### config.mk
export PLATFORM = sky130hd
export DESIGN_NAME = mp_bus_arbiter
export DESIGN_NICKNAME = d
export VERILOG_FILES = /design/src/rtl/mp_arb_pkg.sv /design/src/rtl/mp_addr_decode.sv /design/src/rtl/mp_prio_pick.sv /design/src/rtl/mp_owner_fsm.sv /design/src/rtl/mp_bus_arbiter.sv
export SDC_FILE = /design/constraint.sdc
export NUM_CORES = 1
export LEC_CHECK = 0
export CORE_ASPECT_RATIO = 0.6
export CORE_MARGIN = 1.5
export CORE_UTILIZATION = 40
export CTS_CLUSTER_DIAMETER = 120
export DETAILED_ROUTE_END_ITERATION = 10
export PLACE_DENSITY = 0.67
export SLEW_MARGIN = 5
export SYNTH_ARGS = -nofsm -noshare
export SYNTH_HDL_FRONTEND = slang
export SYNTH_SLANG_ARGS = --single-unit
### constraint.sdc
create_clock -name clk -period 11.9 [get_ports clk]
set_clock_uncertainty 0.2 [all_clocks]
set_input_delay 1.785 -clock clk [delete_from_list [all_inputs] [get_ports clk]]
set_output_delay 1.785 -clock clk [all_outputs]
set_load 0.03 [all_outputs]
### src/rtl/mp_arb_pkg.sv
package mp_arb_pkg;

    typedef enum logic [1:0] {
        ACC_LOCAL  = 2'd0,
        ACC_REMOTE = 2'd1,
        ACC_BCAST  = 2'd2,
        ACC_EXTERN = 2'd3
    } acc_kind_e;

    typedef struct packed {
        acc_kind_e kind;
        logic      need_bus;
        logic      err;
    } decode_t;

    // Owner code reserved for the host
    localparam int HOST_CODE = 0;

    // Candidate visited at step k of a wrapping search that starts after 'last'
    function automatic int rr_candidate(input int last, input int k, input int n);
        return ((last + k) % n) + 1;
    endfunction

endpackage

### src/rtl/mp_addr_decode.sv
module mp_addr_decode
    import mp_arb_pkg::*;
#(
    parameter int ADDR_W    = 32,
    parameter int ID_W      = 3,
    parameter int SLICE_LSB = 20
) (
    input  logic [ADDR_W-1:0] addr,
    input  logic              write,
    input  logic [ID_W-1:0]   my_id,
    output decode_t           dec
);
    localparam int FIELD_MSB = SLICE_LSB + ID_W - 1;
    localparam logic [ID_W-1:0] ALL_ID = {ID_W{1'b1}};

    logic            upper_clear;
    logic [ID_W-1:0] target;

    assign upper_clear = ~|addr[ADDR_W-1:FIELD_MSB+1];
    assign target      = addr[FIELD_MSB:SLICE_LSB];

    always_comb begin
        dec = '{kind: ACC_LOCAL, need_bus: 1'b0, err: 1'b0};
        if (!upper_clear) begin
            dec.kind     = ACC_EXTERN;
            dec.need_bus = 1'b1;
        end else if (target == '0 || target == my_id) begin
            dec.kind = ACC_LOCAL;
        end else if (target == ALL_ID) begin
            dec.kind     = ACC_BCAST;
            dec.need_bus = write;
            dec.err      = !write;
        end else begin
            dec.kind     = ACC_REMOTE;
            dec.need_bus = 1'b1;
        end
    end

endmodule

### src/rtl/mp_prio_pick.sv
module mp_prio_pick
    import mp_arb_pkg::*;
#(
    parameter int NODES = 6,
    parameter int ID_W  = 3
) (
    input  logic [NODES-1:0] req,
    input  logic             rotate,
    input  logic [ID_W-1:0]  last_node,
    output logic             hit,
    output logic [ID_W-1:0]  win_id
);
    always_comb begin
        hit    = 1'b0;
        win_id = '0;
        for (int k = 0; k < NODES; k++) begin
            int cand;
            cand = rotate ? rr_candidate(int'(last_node), k, NODES) : k + 1;
            if (!hit && req[cand-1]) begin
                hit    = 1'b1;
                win_id = ID_W'(cand);
            end
        end
    end

endmodule

### src/rtl/mp_owner_fsm.sv
module mp_owner_fsm
    import mp_arb_pkg::*;
#(
    parameter int NODES = 6,
    parameter int ID_W  = 3
) (
    input  logic             clk,
    input  logic             rst,
    input  logic [NODES-1:0] req_lines,
    input  logic             host_req,
    input  logic             lock_line,
    input  logic             xfer_busy,
    input  logic             win_hit,
    input  logic [ID_W-1:0]  win_id,
    output logic [ID_W-1:0]  owner_id,
    output logic             owner_valid,
    output logic [ID_W-1:0]  last_node
);
    localparam logic [ID_W-1:0] HOST_ID  = ID_W'(HOST_CODE);
    localparam logic [ID_W-1:0] FIRST_ID = ID_W'(1);

    logic [ID_W-1:0] owner_q, next_q, last_q;
    logic            turn_q;
    logic [NODES:0]  all_req;
    logic            owner_req, owner_is_host;
    logic            go;
    logic [ID_W-1:0] target;

    assign all_req       = {req_lines, host_req};
    assign owner_req     = all_req[owner_q];
    assign owner_is_host = (owner_q == HOST_ID);

    always_comb begin
        go     = 1'b0;
        target = owner_q;
        if (!turn_q && !lock_line) begin
            if (host_req && !owner_is_host) begin
                if (!xfer_busy) begin
                    go     = 1'b1;
                    target = HOST_ID;
                end
            end else if (!owner_req && win_hit && win_id != owner_q) begin
                go     = 1'b1;
                target = win_id;
            end
        end
    end

    always_ff @(posedge clk) begin
        if (rst) begin
            owner_q <= FIRST_ID;
            next_q  <= FIRST_ID;
            last_q  <= FIRST_ID;
            turn_q  <= 1'b0;
        end else if (turn_q) begin
            owner_q <= next_q;
            turn_q  <= 1'b0;
            if (next_q != HOST_ID) begin
                last_q <= next_q;
            end
        end else if (go) begin
            next_q <= target;
            turn_q <= 1'b1;
        end
    end

    assign owner_id    = owner_q;
    assign owner_valid = !turn_q;
    assign last_node   = last_q;

endmodule

### src/rtl/mp_bus_arbiter.sv
module mp_bus_arbiter
    import mp_arb_pkg::*;
#(
    parameter int NODES     = 6,
    parameter int ID_W      = 3,
    parameter int ADDR_W    = 32,
    parameter int SLICE_LSB = 20
) (
    input  logic              clk,
    input  logic              rst,
    input  logic [ID_W-1:0]   my_id,
    input  logic              rotate_en,
    input  logic [NODES-1:0]  req_lines,
    input  logic              host_req,
    input  logic              lock_line,
    input  logic              xfer_busy,
    input  logic              acc_valid,
    input  logic              acc_write,
    input  logic [ADDR_W-1:0] acc_addr,
    output logic [1:0]        acc_kind,
    output logic              bus_req_out,
    output logic              bcast_err,
    output logic [ID_W-1:0]   owner_id,
    output logic              owner_valid,
    output logic              host_grant,
    output logic              is_master
);
    decode_t         dec;
    logic            win_hit;
    logic [ID_W-1:0] win_id;
    logic [ID_W-1:0] last_node;

    mp_addr_decode #(
        .ADDR_W(ADDR_W), .ID_W(ID_W), .SLICE_LSB(SLICE_LSB)
    ) u_decode (
        .addr(acc_addr), .write(acc_write), .my_id(my_id), .dec(dec)
    );

    mp_prio_pick #(
        .NODES(NODES), .ID_W(ID_W)
    ) u_pick (
        .req(req_lines), .rotate(rotate_en), .last_node(last_node),
        .hit(win_hit), .win_id(win_id)
    );

    mp_owner_fsm #(
        .NODES(NODES), .ID_W(ID_W)
    ) u_fsm (
        .clk(clk), .rst(rst), .req_lines(req_lines), .host_req(host_req),
        .lock_line(lock_line), .xfer_busy(xfer_busy),
        .win_hit(win_hit), .win_id(win_id),
        .owner_id(owner_id), .owner_valid(owner_valid), .last_node(last_node)
    );

    assign acc_kind    = dec.kind;
    assign bus_req_out = acc_valid && dec.need_bus;
    assign bcast_err   = acc_valid && dec.err;
    assign host_grant  = owner_valid && (owner_id == ID_W'(HOST_CODE));
    assign is_master   = owner_valid && (owner_id == my_id);

endmodule

==> results.yml, run 1 <==
yosys:
  synth_cell_types: 69
  seq_area_frac_synth: 0.0875
  synth_flop_cell: "dfxtp_1"
  synth_top_cell_by_area: "ha_1"
  synth_seq_cells: 10
  async_flop_share: 0
  syn_area_mm2: 0.00229
  syn_area_per_cell_um2: 7.13
  synth_top_area_frac: 0.109
  yosysWarnings: 0
  syn_inst: 321
  synth_area_leaders: "ha_1 11%, dfxtp_1 8.7%, nand2_1 5.9%, a21oi_1 4.6%, mux2i_1 3.9%"
  syn_nets: 391
  synth_edf_count: 0
setup_path:
  startpoint: "u_fsm.last_node[2]$_SDFFE_PP0P_"
  r2r_slack_ps: 5410
  reg2reg_to: "u_fsm.next_q[2]$_SDFFE_PP0P_"
  r2r_cells: 24
  r2r_start: "u_fsm.last_node[2]$_SDFFE_PP0P_"
  cp.arrival_ps: 6400
  critPathKind: "reg -> reg"
  crit_fanout: 11
  worstSetupStartpointType: "register"
  cp-end-kind: "register"
  crit_path_end: "u_fsm.next_q[2]$_SDFFE_PP0P_"
  crit_required_ps: 11810
die:
  start_util: 0.413
  die_x_um: 101
  ios: 59
  dieArea_mm2: 0.00620
  fp.dieH_um: 61.6
  std_cell_rows: 21
  coreArea_mm2: 0.00554
cts:
  clock_latency_ps: 230
  clock_sinks: 10
  post_cts_buffers: 0
  path_clk_slew_ps: 40
  htree_levels: 1
  cts.repair.resized: 0
  cts-buffers-inserted: 3
  cts_root_buffer: "clkbuf_8"
  cts_tree: "built"
  hold_buffers: 0
  clk_path_buf_depth: 2
route:
  wl_per_cell_um: 14.9
  met2_length_mm: 2.43
  wl_met1_mm: 3.43
  top_layer: "met4"
  drt-initial-drc-count: 259
  wl_mm: 6.33
  viasPerCell: 5.76
  postRouteAntennaNets: 0
  met3_length_um: 461
  drc: 0
  drt_pass1_iterations: 5
  dr_total_vias: 2455
power_and_ir_drop:
  vdd_drop_max_v: 0.0000423
  power.leakage_nw: 1.18
  finalPower_w: 0.000166
  power-per-cell-area_mw_per_mm2: 60.4
timing:
  finalSetupViolations: 0
  hold_slack_ps: 315
  hold_viol_final: 0
  slew_headroom: 0.176
  fin_ws_ps: 5410
  tns_ps: 0
  max_freq_ghz: 0.154
  period_minus_slack_ps: 6490
  maxSlewViolCount: 0
  rsz0062_at_grt: "no"
  worst_slew_pin_slew_ps: 1220
  fin_crit_sh: 0.545
global_route:
  grt_pass1_wl_mm: 10.1
  grt.total_usage: 0.206
  antenna_found_initial: 0
  grt_pass1_vias: 2000
  grt_max_degree: 28
  grt_overflow: 0
flow_run:
  maxCapViolations: 0
place:
  io_buffers: 38
  dpl.hpwl_mm: 5.06
  routabilityCongestion: 0.860
  post-place-ws_ps: 5490
min_path:
  hold_class: "reg -> reg"
cells_and_area:
  drive_gt1_frac: 0.0809
  num_antenna_cells: 0
  layout.nets: 418
  fill_cells: 542
  area_growth_pct: 19.8
run_status:
  outcome: "finished clean"
[cell usage in the layout, fill, tap and decap left out, types with 3 or more instances in the layout]
| master | n |
|---|---|
| mux2_2 | 3 |
| or4_1 | 3 |
| xnor2_1 | 6 |
| xor2_1 | 5 |
| a31oi_1 | 8 |
| and3_1 | 11 |
| nand3_1 | 12 |
| and2_1 | 9 |
| mux2i_1 | 9 |
| ha_1 | 20 |
| o21ai_0 | 18 |
| nand3b_1 | 4 |
| a21oi_1 | 21 |
| a31o_2 | 4 |
| clkdlybuf4s50_1 | 38 |
| dfxtp_1 | 10 |
| nor2_1 | 24 |
| nor3_1 | 4 |
| nor4_1 | 10 |
| inv_1 | 15 |
| o211a_1 | 3 |
| nor2b_1 | 4 |
| clkbuf_8 | 3 |
| nand2_1 | 36 |
| nand2b_1 | 3 |
| o22ai_1 | 3 |
[worst min-delay path by stage]
stage / endpoint / slack (ps) / from / cells past startpoint
after CTS: u_fsm.owner_id[2]$_SDFFE_PP0P_ / 310 / u_fsm.next_q[2]$_SDFFE_PP0P_ / 2
after detailed placement: u_fsm.owner_id[2]$_SDFFE_PP0P_ / 310 / u_fsm.next_q[2]$_SDFFE_PP0P_ / 2
after global placement: u_fsm.owner_id[2]$_SDFFE_PP0P_ / 300 / u_fsm.next_q[2]$_SDFFE_PP0P_ / 2
final: u_fsm.owner_id[2]$_SDFFE_PP0P_ / 310 / u_fsm.next_q[2]$_SDFFE_PP0P_ / 2
after floorplan: u_fsm.last_node[2]$_SDFFE_PP0P_ / 270 / u_fsm.next_q[2]$_SDFFE_PP0P_ / 2
after global routing: u_fsm.last_node[1]$_SDFFE_PP0P_ / 360 / u_fsm.next_q[1]$_SDFFE_PP0P_ / 2
[cells in the mapped netlist (4+ instances only)]
library cell / count
mux2i_1: 9
xor2_1: 5
ha_1: 20
nor3_1: 4
nor2_1: 24
nor4_1: 10
o21ai_0: 18
a31o_2: 4
nand3_1: 12
and3_1: 11
clkbuf_1: 12
inv_1: 15
and2_1: 9
nand2_1: 36
nor2b_1: 4
a31oi_1: 8
a21oi_1: 21
nand3b_1: 4
xnor2_1: 6
dfxtp_1: 10
[sequential cells by signal (all words and copies together), names as in the netlist]
register         cells
u_fsm.turn_q         1
u_fsm.last_node      3
u_fsm.next_q         3
u_fsm.owner_id       3
[kinds of logic (layout without fill, tap and decap cells)]
logic type                 count (synthesis)  count (layout)  synth area share
and+or+nand+nor                          137             137             0.312
buffers and inverters                     35              60            0.0623
adders and majority gates                 21              21             0.118
AOI/OAI and AO/OA                         89              89             0.275
xor gates and xnor gates                  15              15            0.0744
muxes                                     14              14            0.0705
DFF                                       10              10            0.0875
[area by class of cell]
class | count | area, um^2 | area share
sequential | 10 | 200 | 0.0730
timing repair buffer | 39 | 388 | 0.141
inverter | 18 | 67.6 | 0.0246
tap | 80 | 100 | 0.0365
clock buffer | 3 | 41.3 | 0.0151
multi-input combinational | 276 | 1950 | 0.709
[metrics by stage]
| stage | area (um^2) | util | instances |
|---|---|---|---|
| 2_1_floorplan | 2290 | - | 321 |
| 3_3_place_gp | 2700 | 0.487 | 423 |
| 3_5_place_dp | 2700 | 0.487 | 423 |
| 4_1_cts | 2740 | 0.495 | 426 |
| 5_1_grt | 2740 | 0.495 | 426 |
| 6_report | 2740 | 0.495 | 426 |
[worst max-delay path, stage by stage (launching register included)]
cell and delay, ps:
dfxtp_1 610, inv_1 220, ha_1 240, ha_1 250, or2_2 300, ha_1 320, or3b_2 540, mux2i_1 160
a21o_1 140, nand2_1 50, o221ai_1 100, ha_1 280, nor2_1 140, ha_1 400, nor2b_1 320, nand2_1 120
a311o_1 380, nand3_1 80, a31oi_1 80, nand3b_1 190, a311oi_1 390, nor2_1 130, xnor2_2 150, a31o_4 270
mux2_4 290
[where the power goes]
part           internal (W)  switching, W   total, W
registers         0.0000355    0.00000359  0.0000391
logic             0.0000427     0.0000508  0.0000935
clock network     0.0000220     0.0000110  0.0000330
[per-layer routing]
| layer | vias up | global-route usage |
|---|---|---|
| met5 | - | 0 |
| met4 | 0 | 0.00805 |
| met1 | 1138 | 0.343 |
| li1 | 1240 | - |
| met3 | 2 | 0.0295 |
| met2 | 75 | 0.279 |
Power figures use the tool's default switching activity.
==> run 2: changes to the inputs <==
==> constraint.sdc (replaced) <==
create_clock -name clk -period 6.75 [get_ports clk]
set_clock_uncertainty 0.2 [all_clocks]
set_input_delay 1.0125 -clock clk [delete_from_list [all_inputs] [get_ports clk]]
set_output_delay 1.0125 -clock clk [all_outputs]
set_load 0.03 [all_outputs]
==> run 2 against run 1 <==
Effect of this change:
- non-clock buffer count increased by 2
- clock power increased by 130%
- total power increased by 89%
- design area increased by 1.0%
- critical endpoint unchanged
- largest power group unchanged
==> results.yml, run 2 (same netlist as run 1, synthesis figures left out) <==
timing:
  hold_viol_final: 0
  max_freq_ghz: 0.160
  tns_ps: 0
  worst_slew_pin_slew_ps: 1180
  fin_crit_sh: 0.924
  slew_headroom: 0.206
  maxSlewViolCount: 0
  rsz0062_at_grt: "no"
  finalSetupViolations: 0
  period_minus_slack_ps: 6230
global_route:
  grt_max_degree: 20
  grt.total_usage: 0.214
  grt_pass1_vias: 2076
  grt_pass1_wl_mm: 10.4
  grt_overflow: 0
  antenna_found_initial: 0
power_and_ir_drop:
  internal_power_w: 0.000190
  p_sw_frac: 0.393
  p_switching_w: 0.000123
  power-per-cell-area_mw_per_mm2: 113
  power_frac_clock: 0.243
  seqPwrFrac: 0.220
  comb_power_share: 0.537
  power.leakage_nw: 1.19
  vdd_drop_max_v: 0.0000479
place:
  io_buffers: 38
  dpl.hpwl_mm: 5.35
  routabilityCongestion: 0.873
cts:
  htree_levels: 1
  cts-buffers-inserted: 3
  path_clk_slew_ps: 50
  cts.repair.resized: 0
  clock_sinks: 10
  clock_latency_ps: 240
  cts_root_buffer: "clkbuf_8"
  hold_buffers: 0
  cts_tree: "built"
  post_cts_buffers: 0
  clk_path_buf_depth: 2
route:
  drt-initial-drc-count: 150
  viasPerCell: 5.81
  dr_total_vias: 2493
  drt_pass1_iterations: 5
  wl_per_cell_um: 15.3
  postRouteAntennaNets: 0
  wl_mm: 6.57
  drc: 0
die:
  fp.dieH_um: 61.6
  die_x_um: 101
  coreArea_mm2: 0.00554
  std_cell_rows: 21
  dieArea_mm2: 0.00620
  ios: 59
  start_util: 0.413
setup_path:
  cp.arrival_ps: 6160
  crit_fanout: 11
  critPathKind: "reg -> reg"
  worstSetupStartpointType: "register"
  crit_required_ps: 6670
  cp-end-kind: "register"
cells_and_area:
  final_util: 0.500
  area_growth_pct: 21.1
  drive_gt1_frac: 0.0888
  num_antenna_cells: 0
  final_common_cell: "clkdlybuf4s50_1"
  final_cell_mix: "38 x clkdlybuf4s50_1, 36 x nand2_1, 24 x nor2_1"
  layout.nets: 420
flow_run:
  maxCapViolations: 0
min_path:
  hold_class: "reg -> reg"
run_status:
  outcome: "finished clean"
[run 2: cell types whose count changed in the layout (fill, tap and decap cells not counted)]
cell,change
buf_4,+2
clkbuf_8,+1
[run 2: power groups by stage]
stage | Sequential [W] | Clock, W | Combinational, W
after floorplan | 0.0000670 | 0 | 0.000116
after global placement | 0.0000694 | 0 | 0.000161
after detailed placement | 0.0000696 | 0 | 0.000163
after CTS | 0.0000684 | 0.0000760 | 0.000164
after global routing | 0.0000694 | 0.0000792 | 0.000185
final | 0.0000687 | 0.0000757 | 0.000168
[run 2: worst max-delay path, cell delays in order (launching register included)]
cell and delay (ps):
dfxtp_1 630, inv_1 200, ha_1 230, ha_1 250, or2_2 300, ha_1 310, or3b_2 530, mux2i_1 160
a21o_1 130, nand2_1 50, o221ai_1 110, ha_1 280, nor2_1 130, ha_1 190, nor2b_1 290, nand2_1 130
a311o_1 390, nand3_1 80, a31oi_1 70, nand3b_1 190, a311oi_1 390, nor2_1 140, xnor2_2 150, a31o_4 270
mux2_4 300
[run 2: final timing paths]
check / startpoint / endpoint / slack (ps) / depth (start not counted)
worst min register to register: u_fsm.next_q[2]$_SDFFE_PP0P_ / u_fsm.last_node[2]$_SDFFE_PP0P_ / 330 / 2
worst min-delay path: u_fsm.next_q[2]$_SDFFE_PP0P_ / u_fsm.last_node[2]$_SDFFE_PP0P_ / 330 / 2
worst max register to register: u_fsm.last_node[2]$_SDFFE_PP0P_ / u_fsm.next_q[2]$_SDFFE_PP0P_ / 520 / 24
worst max-delay path: u_fsm.last_node[2]$_SDFFE_PP0P_ / u_fsm.next_q[2]$_SDFFE_PP0P_ / 520 / 24
[run 2: metal layers]
| layer | vias up | routed length, um | track usage |
|---|---|---|---|
| li1 | 1252 | - | - |
| met2 | 73 | 2520 | 0.292 |
| met4 | 0 | 0 | 0.0121 |
| met5 | - | 0 | 0 |
| met3 | 0 | 452 | 0.0397 |
| met1 | 1168 | 3590 | 0.349 |
[run 2: area by class of cell]
cell class | count | area (um^2)
Clock buffer | 4 | 55.1
Fill cell | 526 | 2770
Inverter | 18 | 67.6
Multi-Input combinational cell | 276 | 1950
Sequential cell | 10 | 200
Tap cell | 80 | 100
Timing Repair Buffer | 41 | 403
[run 2: metrics by stage]
step | std cells | total power [W] | setup slack, ps | hold slack, ps | cell area (um^2)
floorplan | 321 | 0.000183 | 1140 | 269 | 2290
global placement | 425 | 0.000231 | 580 | 302 | 2720
detailed placement | 425 | 0.000233 | 595 | 314 | 2720
CTS | 429 | 0.000309 | 567 | 316 | 2770
global route | 429 | 0.000333 | 47.9 | 360 | 2770
finish | 429 | 0.000312 | 516 | 329 | 2770
